[config.mk]
export PLATFORM = sky130hd
export DESIGN_NAME = wake_uart_rx
export DESIGN_NICKNAME = d
export VERILOG_FILES = /design/src/rtl/wurx_pkg.sv /design/src/rtl/wurx_sync.sv /design/src/rtl/wurx_baud.sv /design/src/rtl/wurx_frame.sv /design/src/rtl/wake_uart_rx.sv
export SDC_FILE = /design/constraint.sdc
export NUM_CORES = 1
export LEC_CHECK = 0
export ABC_AREA = 1
export BUFFER_PORTS_ARGS = -buffer_cell sky130_fd_sc_hd__buf_4
export CORE_MARGIN = 8
export CORE_UTILIZATION = 58
export CTS_BUF_LIST = sky130_fd_sc_hd__clkbuf_2 sky130_fd_sc_hd__clkbuf_4 sky130_fd_sc_hd__clkbuf_8
export CTS_CLUSTER_SIZE = 14
export DETAILED_ROUTE_END_ITERATION = 16
export HOLD_SLACK_MARGIN = 0.06
export PLACE_DENSITY_LB_ADDON = 0.08
export SLEW_MARGIN = 10
export SYNTH_ARGS = -nofsm -noshare
export SYNTH_HDL_FRONTEND = slang
export SYNTH_HIERARCHICAL = 1
export SYNTH_SLANG_ARGS = --single-unit
[constraint.sdc]
create_clock -name clk -period 2.1 [get_ports clk]
set_input_delay 0.21 -clock clk [delete_from_list [all_inputs] [get_ports clk]]
set_output_delay 0.21 -clock clk [all_outputs]
set_load 0.02 [all_outputs]
[src/rtl/wurx_pkg.sv]
// Shared types for the wake UART receiver.
// Assumes: at most 9 data bits per frame.
package wurx_pkg;
    typedef enum logic [2:0] {
        ST_IDLE, ST_START, ST_DATA, ST_PAR, ST_STOP, ST_DONE
    } rx_state_e;

    typedef enum logic [1:0] {
        PAR_NONE = 2'd0,
        PAR_EVEN = 2'd1,
        PAR_ODD  = 2'd2,
        PAR_RSVD = 2'd3
    } par_mode_e;

    typedef struct packed {
        logic [8:0] data;
        logic       par_err;
        logic       frm_err;
    } rx_result_t;
endpackage

[src/rtl/wurx_sync.sv]
// Multi-flop synchronizer for the asynchronous serial line.
// Assumes: the line idles high, so every stage resets to 1.
module wurx_sync #(
    parameter int STAGES = 2
) (
    input  logic clk,
    input  logic rst_n,
    input  logic din,
    output logic dout
);
    logic [STAGES-1:0] q;

    // Shift the raw line through the synchronizer chain.
    always_ff @(posedge clk) begin
        if (!rst_n) q <= '1;
        else        q <= {q[STAGES-2:0], din};
    end

    assign dout = q[STAGES-1];
endmodule

[src/rtl/wurx_baud.sv]
// Bit-timing divider. It produces a tick after DIV clocks, or after DIV/2
// clocks when half is set (used for the start-bit mid-point).
// Assumes: DIV >= 4 and even. The count restarts on clr and on each tick.
module wurx_baud #(
    parameter int DIV = 16
) (
    input  logic clk,
    input  logic rst_n,
    input  logic clr,
    input  logic half,
    output logic tick
);
    localparam int CW = $clog2(DIV);
    localparam logic [CW-1:0] FULL_LIM = CW'(DIV - 1);
    localparam logic [CW-1:0] HALF_LIM = CW'(DIV / 2 - 1);

    logic [CW-1:0] cnt;

    assign tick = !clr && (cnt == (half ? HALF_LIM : FULL_LIM));

    // Count clocks inside the current bit, restarting on clear or tick.
    always_ff @(posedge clk) begin
        if (!rst_n || clr || tick) cnt <= '0;
        else                       cnt <= cnt + 1'b1;
    end
endmodule

[src/rtl/wurx_frame.sv]
// Frame sequencer. It detects the start edge, confirms the start bit at
// mid-bit, shifts in the data LSB first, checks parity, and samples the
// stop bit. done is a one-cycle strobe at the stop-bit sample, and result
// is valid alongside it.
// Assumes: rx is already synchronized. enable low forces idle.
module wurx_frame
    import wurx_pkg::*;
#(
    parameter int DIV = 16
) (
    input  logic       clk,
    input  logic       rst_n,
    input  logic       enable,
    input  logic       rx,
    input  logic       nine_bit,
    input  logic [1:0] par_mode,
    output logic       busy,
    output logic       done,
    output rx_result_t result
);
    rx_state_e  state;
    logic       prev;
    logic [3:0] idx;
    logic [8:0] sh;
    logic       par_acc;
    logic       par_bad;
    logic       tick;
    logic       par_on;
    logic       odd_sel;
    logic [3:0] last_idx;

    assign par_on   = (par_mode == PAR_EVEN) || (par_mode == PAR_ODD);
    assign odd_sel  = (par_mode == PAR_ODD);
    assign last_idx = nine_bit ? 4'd8 : 4'd7;

    wurx_baud #(.DIV(DIV)) u_baud (
        .clk  (clk),
        .rst_n(rst_n),
        .clr  ((state == ST_IDLE) || (state == ST_DONE)),
        .half (state == ST_START),
        .tick (tick)
    );

    // Step the sequencer through the bit slots of a frame.
    always_ff @(posedge clk) begin
        if (!rst_n) begin
            state   <= ST_IDLE;
            prev    <= 1'b1;
            idx     <= '0;
            sh      <= '0;
            par_acc <= 1'b0;
            par_bad <= 1'b0;
        end else begin
            prev <= rx;
            if (!enable) begin
                state <= ST_IDLE;
            end else begin
                case (state)
                    ST_IDLE: if (prev && !rx) state <= ST_START;
                    ST_START: if (tick) begin
                        if (rx) begin
                            state <= ST_IDLE;
                        end else begin
                            state   <= ST_DATA;
                            idx     <= '0;
                            sh      <= '0;
                            par_acc <= 1'b0;
                            par_bad <= 1'b0;
                        end
                    end
                    ST_DATA: if (tick) begin
                        sh      <= {rx, sh[8:1]};
                        par_acc <= par_acc ^ rx;
                        if (idx == last_idx) state <= par_on ? ST_PAR : ST_STOP;
                        else                 idx   <= idx + 1'b1;
                    end
                    ST_PAR: if (tick) begin
                        par_bad <= (par_acc ^ rx) ^ odd_sel;
                        state   <= ST_STOP;
                    end
                    ST_STOP: if (tick) state <= ST_DONE;
                    ST_DONE: state <= ST_IDLE;
                    default: state <= ST_IDLE;
                endcase
            end
        end
    end

    assign busy           = (state != ST_IDLE);
    assign done           = enable && (state == ST_STOP) && tick;
    assign result.data    = nine_bit ? sh : {1'b0, sh[8:1]};
    assign result.par_err = par_on && par_bad;
    assign result.frm_err = !rx;

    // the done state always hands back to idle on the next cycle
    a_r8_done_to_idle: assert property (@(posedge clk) disable iff (!rst_n)
        (state == ST_DONE) |=> (state == ST_IDLE));

    // a high mid-bit start sample returns to idle
    a_r9_false_start: assert property (@(posedge clk) disable iff (!rst_n)
        (enable && state == ST_START && tick && rx) |=> (state == ST_IDLE));
endmodule

[src/rtl/wake_uart_rx.sv]
// Wake-capable UART receiver top. It holds the channel enable, the data
// register, the sticky error flags and the interrupt pulses, and it drives
// the clock request while a frame is in flight in wake mode.
// Assumes: all control inputs are synchronous to clk, and strobes are
// one cycle long.
module wake_uart_rx
    import wurx_pkg::*;
#(
    parameter int DIV         = 16,
    parameter int SYNC_STAGES = 2
) (
    input  logic       clk,
    input  logic       rst_n,
    input  logic       rxd,
    input  logic       chan_start,
    input  logic       chan_stop,
    input  logic       wake_en,
    input  logic       err_route,
    input  logic       err_suppress,
    input  logic       nine_bit,
    input  logic [1:0] par_mode,
    input  logic       data_read,
    input  logic       flag_clear,
    output logic [8:0] rdata,
    output logic       parity_err,
    output logic       frame_err,
    output logic       overrun_err,
    output logic       rx_irq,
    output logic       err_irq,
    output logic       clk_req
);
    logic       chan_on;
    logic       rx_s;
    logic       busy;
    logic       done;
    rx_result_t res;
    logic       unread;
    logic       pe_new, fe_new, ov_new, err_any;

    wurx_sync #(.STAGES(SYNC_STAGES)) u_sync (
        .clk(clk), .rst_n(rst_n), .din(rxd), .dout(rx_s)
    );

    wurx_frame #(.DIV(DIV)) u_frame (
        .clk     (clk),
        .rst_n   (rst_n),
        .enable  (chan_on),
        .rx      (rx_s),
        .nine_bit(nine_bit),
        .par_mode(par_mode),
        .busy    (busy),
        .done    (done),
        .result  (res)
    );

    assign pe_new  = res.par_err && !err_suppress;
    assign fe_new  = res.frm_err && !err_suppress;
    assign ov_new  = unread && !data_read && !err_suppress;
    assign err_any = pe_new || fe_new || ov_new;

    // Channel enable: opened by the start trigger, closed by the stop trigger.
    always_ff @(posedge clk) begin
        if (!rst_n)          chan_on <= 1'b0;
        else if (chan_stop)  chan_on <= 1'b0;
        else if (chan_start) chan_on <= 1'b1;
    end

    // Data register and the unread marker.
    always_ff @(posedge clk) begin
        if (!rst_n) begin
            rdata  <= '0;
            unread <= 1'b0;
        end else if (done) begin
            rdata  <= res.data;
            unread <= 1'b1;
        end else if (data_read) begin
            unread <= 1'b0;
        end
    end

    // Sticky error flags: a new error wins over a clear.
    always_ff @(posedge clk) begin
        if (!rst_n) begin
            parity_err  <= 1'b0;
            frame_err   <= 1'b0;
            overrun_err <= 1'b0;
        end else begin
            parity_err  <= (done && pe_new) || (parity_err  && !flag_clear);
            frame_err   <= (done && fe_new) || (frame_err   && !flag_clear);
            overrun_err <= (done && ov_new) || (overrun_err && !flag_clear);
        end
    end

    // Interrupt pulses, routed by error presence and the routing bit.
    always_ff @(posedge clk) begin
        if (!rst_n) begin
            rx_irq  <= 1'b0;
            err_irq <= 1'b0;
        end else begin
            rx_irq  <= done && !(err_route && err_any);
            err_irq <= done && err_route && err_any;
        end
    end

    assign clk_req = wake_en && busy;

    // a closed channel drops the clock request by the next cycle
    a_r1_closed_no_req: assert property (@(posedge clk) disable iff (!rst_n)
        !chan_on |=> !clk_req);

    // no flag rises while suppression was on
    a_r3_suppress_pe: assert property (@(posedge clk) disable iff (!rst_n)
        $rose(parity_err) |-> !$past(err_suppress));
    a_r3_suppress_fe: assert property (@(posedge clk) disable iff (!rst_n)
        $rose(frame_err) |-> !$past(err_suppress));
    a_r3_suppress_ov: assert property (@(posedge clk) disable iff (!rst_n)
        $rose(overrun_err) |-> !$past(err_suppress));

    // overrun only rises over unread data
    a_r6_overrun_cause: assert property (@(posedge clk) disable iff (!rst_n)
        $rose(overrun_err) |-> $past(unread));

    // one interrupt per frame, each a single-cycle pulse
    a_r7_exclusive: assert property (@(posedge clk) disable iff (!rst_n)
        !(rx_irq && err_irq));
    a_r7_rx_pulse: assert property (@(posedge clk) disable iff (!rst_n)
        rx_irq |=> !rx_irq);
    a_r7_err_pulse: assert property (@(posedge clk) disable iff (!rst_n)
        err_irq |=> !err_irq);
    a_r7_err_gate: assert property (@(posedge clk) disable iff (!rst_n)
        err_irq |-> $past(err_route && !err_suppress));

    // the interrupt cycle still holds the clock request in wake mode
    a_r8_req_at_irq: assert property (@(posedge clk) disable iff (!rst_n)
        (rx_irq || err_irq) |-> (clk_req || !wake_en));
endmodule

# == Word level (Yosys, flattened, before mapping) ==
# Index checks and enable logic that the tools add are counted.
# op_classes
addsub,2
n_eq_ne,17
n_mux,29
bitwise,3
reduce_logical,47
# ops
operator,count
9-bit 2-to-1 mux,4
4-bit 2-to-1 mux,6
3-bit 2-to-1 mux,7
1-bit logical AND,20
9-bit one-hot mux with 2 select lines,1
3-bit one-hot mux with 5 select lines,1
6-bit AND reduction,2
2-bit by 1-bit != test with 1-bit output (second input constant),5
5-bit AND reduction,2
1-bit logical OR,9
4-bit by 1-bit adder with 4-bit output (second input constant),2
4-bit == test,2
4-bit one-hot mux with 2 select lines,1
1-bit zero test,7
3-bit by 2-bit == test with 1-bit output (second input constant),2
3-bit == test (second input constant),2
1-bit 2-to-1 mux,6
2-bit != test (second input constant),3
2-bit nonzero test,3
1-bit one-hot mux with 2 select lines,2
3-bit by 1-bit == test with 1-bit output (second input constant),1
3-bit zero test,1
3-bit nonzero test,1
2-bit by 1-bit == test with 1-bit output (second input constant),1
other kinds (6),7
# totals
register_bits,41

# == Depth between registers and ports, before layout ==
# logic_depth
word_depth,9
mapped_depth,16
mapped_depth_nobuf,16

# == Hierarchy ==
# Netlist, hierarchy kept.
# modules_own_cells
module,n_inst,cells_per_inst,area_each_um2,seq_area_each_um2
wurx_frame,1,173,1128.6,380.4
wake_uart_rx,1,70,558.0,320.3
wurx_baud,1,27,186.4,80.1
wurx_sync,1,6,55.1,40.0

# == Worst setup path before layout ==
# OpenSTA, ideal clock, no wires.
# synth_path
path_kind,flip-flop to flip-flop
startpoint,register u_frame.state[1]
endpoint,register rdata[5]
setup_time_ps,116
arrival_time_ps,1465
required_time_ps,1984
setup_slack_ps,519
stages_incl_launch_ff,14
period_less_slack_ps,1581
cell_sequence,dfxtp_1 > inv_2 > nand3_2 > inv_1 > inv_1 > nand2_1 > nand2_1 > nand2_1 > inv_1 > nand2_1 > nor2_1 > clkinv_1 > nor2_1 > nor2_1
# synth_via
elab_chain_len,5
word_cells_on_any_way,11
classes_between,eq/ne (4); mux (1); reduce/logical (6)
# synth_rtl
item,line,text
start: declaration,wurx_frame.sv:21,rx_state_e state;
start signal: assignment,wurx_frame.sv:74,if (idx == last_idx) state <= par_on ? ST_PAR : ST_STOP;
3-bit by 1-bit == test with 1-bit output (tied with other cells),wurx_frame.sv:40,".half (state == ST_START),"
4-bit 2-to-1 mux / 1-bit logical OR (equally long branches),"wurx_baud.sv:19, wurx_frame.sv:39",
4-bit == test / 1-bit zero test (equally long branches),wurx_baud.sv:19,assign tick = !clr && (cnt == (half ? HALF_LIM : FULL_LIM));
1-bit logical AND *,wurx_baud.sv:19,
net u_frame.tick,wurx_frame.sv:27,logic tick;
1-bit logical AND *,wurx_frame.sv:90,assign done = enable && (state == ST_STOP) && tick;
net done,wake_uart_rx.sv:35,logic done;
end signal: assignment,wake_uart_rx.sv:74,rdata <= res.data;
end: declaration,wake_uart_rx.sv:24,"output logic [8:0] rdata,"
# The timed path passes the listed nets; every way through them passes the cells marked *.
# A chain may end at the register's enable or synchronous reset.

# == Final worst setup path ==
# layout_path
startpoint,register u_frame.state[2]
endpoint,register frame_err
# layout_via
elab_chain_len,7
word_cells_on_any_way,13
classes_between,eq/ne (4); mux (1); reduce/logical (8)
# layout_rtl
item,line,text
3-bit by 1-bit == test with 1-bit output (tied with other cells),wurx_frame.sv:40,
4-bit 2-to-1 mux / 1-bit logical OR (equally long branches),"wurx_baud.sv:19, wurx_frame.sv:39",
4-bit == test / 1-bit zero test (equally long branches),wurx_baud.sv:19,
1-bit logical AND *,wurx_baud.sv:19,
net u_frame.tick,wurx_frame.sv:27,
1-bit logical AND *,wurx_frame.sv:90,
net done,wake_uart_rx.sv:35,
1-bit logical AND *,wake_uart_rx.sv:89,frame_err <= (done && fe_new) || (frame_err && !flag_clear);
1-bit logical OR *,wake_uart_rx.sv:89,
end signal: assignment,wake_uart_rx.sv:89,
end: declaration,wake_uart_rx.sv:26,"output logic frame_err,"
# Marked as above.

==> results.md <==
- RePlAce Congestion: 0.889
- Proportion of layout cells with a drive suffix above 1: roughly a fifth
- Syn Nets: slightly below 300
- Slew HR: 79.9%
- Gr usage total: 15.8%
- Leakage: around 0.0011 uW
- First-pass GRT wire length: 6720 microns
- CP peak stage delay: 0.37 ns
- Crit Path Class: flop to flop
- DRC: 0
- Core area: 0.00326 sq mm
- Status: finished, final reports clean
- Min Tclk post-route: 1.85 ns
- Mean Syn Cell Area: 6.99 sq um
- Commonest non-fill, non-tap cell in the layout: nor2_1
- # fillers: 304
- Worst reg2reg path endpoint: frame_err
- I/O Pins: 28
- CTS clk-pin slew, worst paths: roughly 0.12 ns
- CTS sink count: 41
- Combined area of the multi-input logic cells: 952 sq um
- Crit-path max FO: 10
- Initial Utilization: 59.2%
- Crit path top cell by count: nand2_1
- DIE AREA: ~0.0054 sq mm
- Top cell type by total area after synthesis: dfxtp_1
- Min setup slack post-route: 0.254 ns
- Clk_lat worst skew: 0.35 ns
- Worst setup EP type: flop
- CP Cell Sequence: inv_2, nand2_1, nand2_1, nor2_1, nor2_1, nand2_1, inv_1, nand2_1, nor2_1, buf_4, nand2_2, o21ai_0
- Post-synthesis sequential area ratio: around 43%
- Drt wl/cell: 11.4 microns
- Antenna diodes: 0
- VDD IR max: 0.393 mV
- Power Density: ~600 mW/mm^2
- Nets: 325
- Library cells used by synthesis: 25
- Synth Instances: 276
- R2r startpoint: u_frame/state[2]
- Worst Reg-to-Reg Cells: 12
- Required @ worst endpoint: 2.38 ns
- CTS tree: done
- Pwr Total: 1350 uW
- RSZ-0062 raised after global routing: true
- Critical path's top delay family: simple AND/OR/NAND/NOR gates
- Total CTS buffers: 5
- # rows: 21
- Yosys top cell area share: 42.6%
- Hold Vio Cnt, Final: 0
- Chip height: around 74 microns
- Tightest Pin Transition: 0.301 ns
- Critical Path Start Type: flop
- Final wirelength: approximately 4000 microns
- Post-DP HPWL: 2930 microns
- Clock Tree Buf Depth: 2
- Die Wd: 73.7 microns
- Total global routing overflow: 0
- Max cap viols: 0
- Worst Hold Launch: chan_start
- Register-to-register setup slack: approximately 0.25 ns
- Initial antenna violation count: 0
- DRT iter0 DRCs: ~120
- Vias: 1771
- Commonest non-fill, non-tap cells in the layout: nor2_1, nand2_1, dfxtp_1
- Final Max Tran Viols: 0
- Area Overhead vs Synth: 17.7%
- Buf/Inv on CP: 3
- Arr. time, crit path: 2.13 ns
- WHS Path Cells: 3
- PortBufs: 27
- TritonRoute pass-1 iters: 4
- Final setup fails: 0
- Largest net degree at the start of global routing: 27
- Synth warn: 6
- Dominant cells by area after synthesis: dfxtp_1, nor2_1, nand2_1
- FF+latch area: 822 sq um
- CP max stage cell: dfxtp_1
- Vias in the first global route: 1579
- H-tree Lvls: 2
- Number of routed nets with antenna violations: 0
- Period utilization: 87.9%
- Root buf cell: clkbuf_4
- Yosys reg bits: 41
- Hold Path Class: primary input to flop
- Hold worst-path end: chan_on
- Cell area after synthesis: 0.00193 sq mm
- FMAX: 0.542 GHz
- Drt via density: between 4 and 5
- Skew final: 0.0125 ns
- Worst slack, placed: roughly 0.24 ns
[Yosys cell counts]
| library cell | count |
|---|---|
| xnor2_1 | 1 |
| clkinv_1 | 2 |
| a22oi_1 | 9 |
| o21ai_1 | 9 |
| or2_0 | 1 |
| xor2_1 | 1 |
| buf_2 | 1 |
| a21oi_1 | 11 |
| o21ai_0 | 12 |
| ha_1 | 3 |
| buf_1 | 1 |
| nand3_2 | 6 |
| dfxtp_1 | 41 |
| buf_4 | 3 |
| o31ai_1 | 1 |
| nand3_1 | 19 |
| nand2_1 | 50 |
| inv_1 | 26 |
| nor2_4 | 1 |
| nor2_2 | 1 |
| inv_2 | 5 |
| nand2_2 | 6 |
| nor2_1 | 62 |
| or2_2 | 2 |
| nand4_1 | 2 |
[tightest hold or removal path, stage by stage]
cell and delay [ns]:
buf_4 0.08, o21ai_1 0.04, nor2_1 0.07
[metal layers]
| metal | up-vias | track usage [%] | wire [microns] |
|---|---|---|---|
| met5 | - | 0 | 0 |
| met2 | 35 | 25.9 | 1840 |
| met4 | 0 | 6.65 | 72 |
| met1 | 778 | 18.2 | 1860 |
| met3 | 9 | 5.46 | 262 |
| li1 | 949 | - | - |
[power by group]
group | internal [uW] | switching (uW)
registers | 782 | 5.37
logic | 32.8 | 43.1
clock network | 243 | 248
[area by class of cell]
| cell class | count | area share, % |
|---|---|---|
| Tap cell | 46 | 2.54 |
| Sequential cell | 41 | 36.2 |
| Clock buffer | 5 | 1.65 |
| Multi-Input combinational cell | 197 | 42.0 |
| Clock inverter | 2 | 1.54 |
| Timing Repair Buffer | 31 | 10.6 |
| Inverter | 33 | 5.46 |
[cell families after synthesis]
kind of cell | Yosys count | synth area share (%)
simple gates | 150 | 34.3
buf+inv | 38 | 8.05
compound gates | 42 | 12.2
fa+ha+maj | 3 | 1.95
xor+xnor | 2 | 0.909
flops | 41 | 42.6
[metrics by stage]
| stage | utilization [%] | instance area, sq um | hold WS, ns | instances | TNS, ns |
|---|---|---|---|---|---|
| after CTS | 69.6 | 2270 | 0.0728 | 355 | 0 |
| after global routing | 69.6 | 2270 | 0.0884 | 355 | -0.00195 |
| final | 69.6 | 2270 | 0.0828 | 355 | 0 |
| after global placement | 66.4 | 2160 | 0.369 | 345 | 0 |
| after detailed placement | 66.4 | 2160 | 0.373 | 345 | 0 |
| after floorplan | - | 1930 | 0.279 | 276 | 0 |
[sequential cells by signal, indices dropped and copies added, names as in the netlist]
name / flops
rdata: 9
u_frame/sh: 9
u_frame/idx: 4
u_frame/u_baud/cnt: 4
u_frame/state: 3
u_sync/q: 2
chan_on: 1
err_irq: 1
frame_err: 1
overrun_err: 1
parity_err: 1
rx_irq: 1
u_frame/par_acc: 1
u_frame/par_bad: 1
u_frame/prev: 1
unread: 1
[worst max path at each step]
stage / startpoint / to / slack (ns) / cells past startpoint
floorplan: u_frame/state[1] / rdata[5] / 0.52 / 13
global placement: u_frame/state[1] / rdata[2] / 0.36 / 13
detailed placement: u_frame/state[1] / rdata[2] / 0.24 / 13
CTS: u_frame/state[1] / rdata[2] / 0.19 / 13
global route: u_frame/state[2] / frame_err / -0.002 / 12
finish: u_frame/state[2] / frame_err / 0.25 / 12
[timing repair]
action / in CTS / in global routing
resized for setup: 0 / 3
hold buffers: 3 / 0
buffers inserted: 0 / 0
endpoints found under the setup margin: 0 / 11
hold endpoints to repair: 3 / 0
Note: power is estimated with default switching activity, not from simulation.
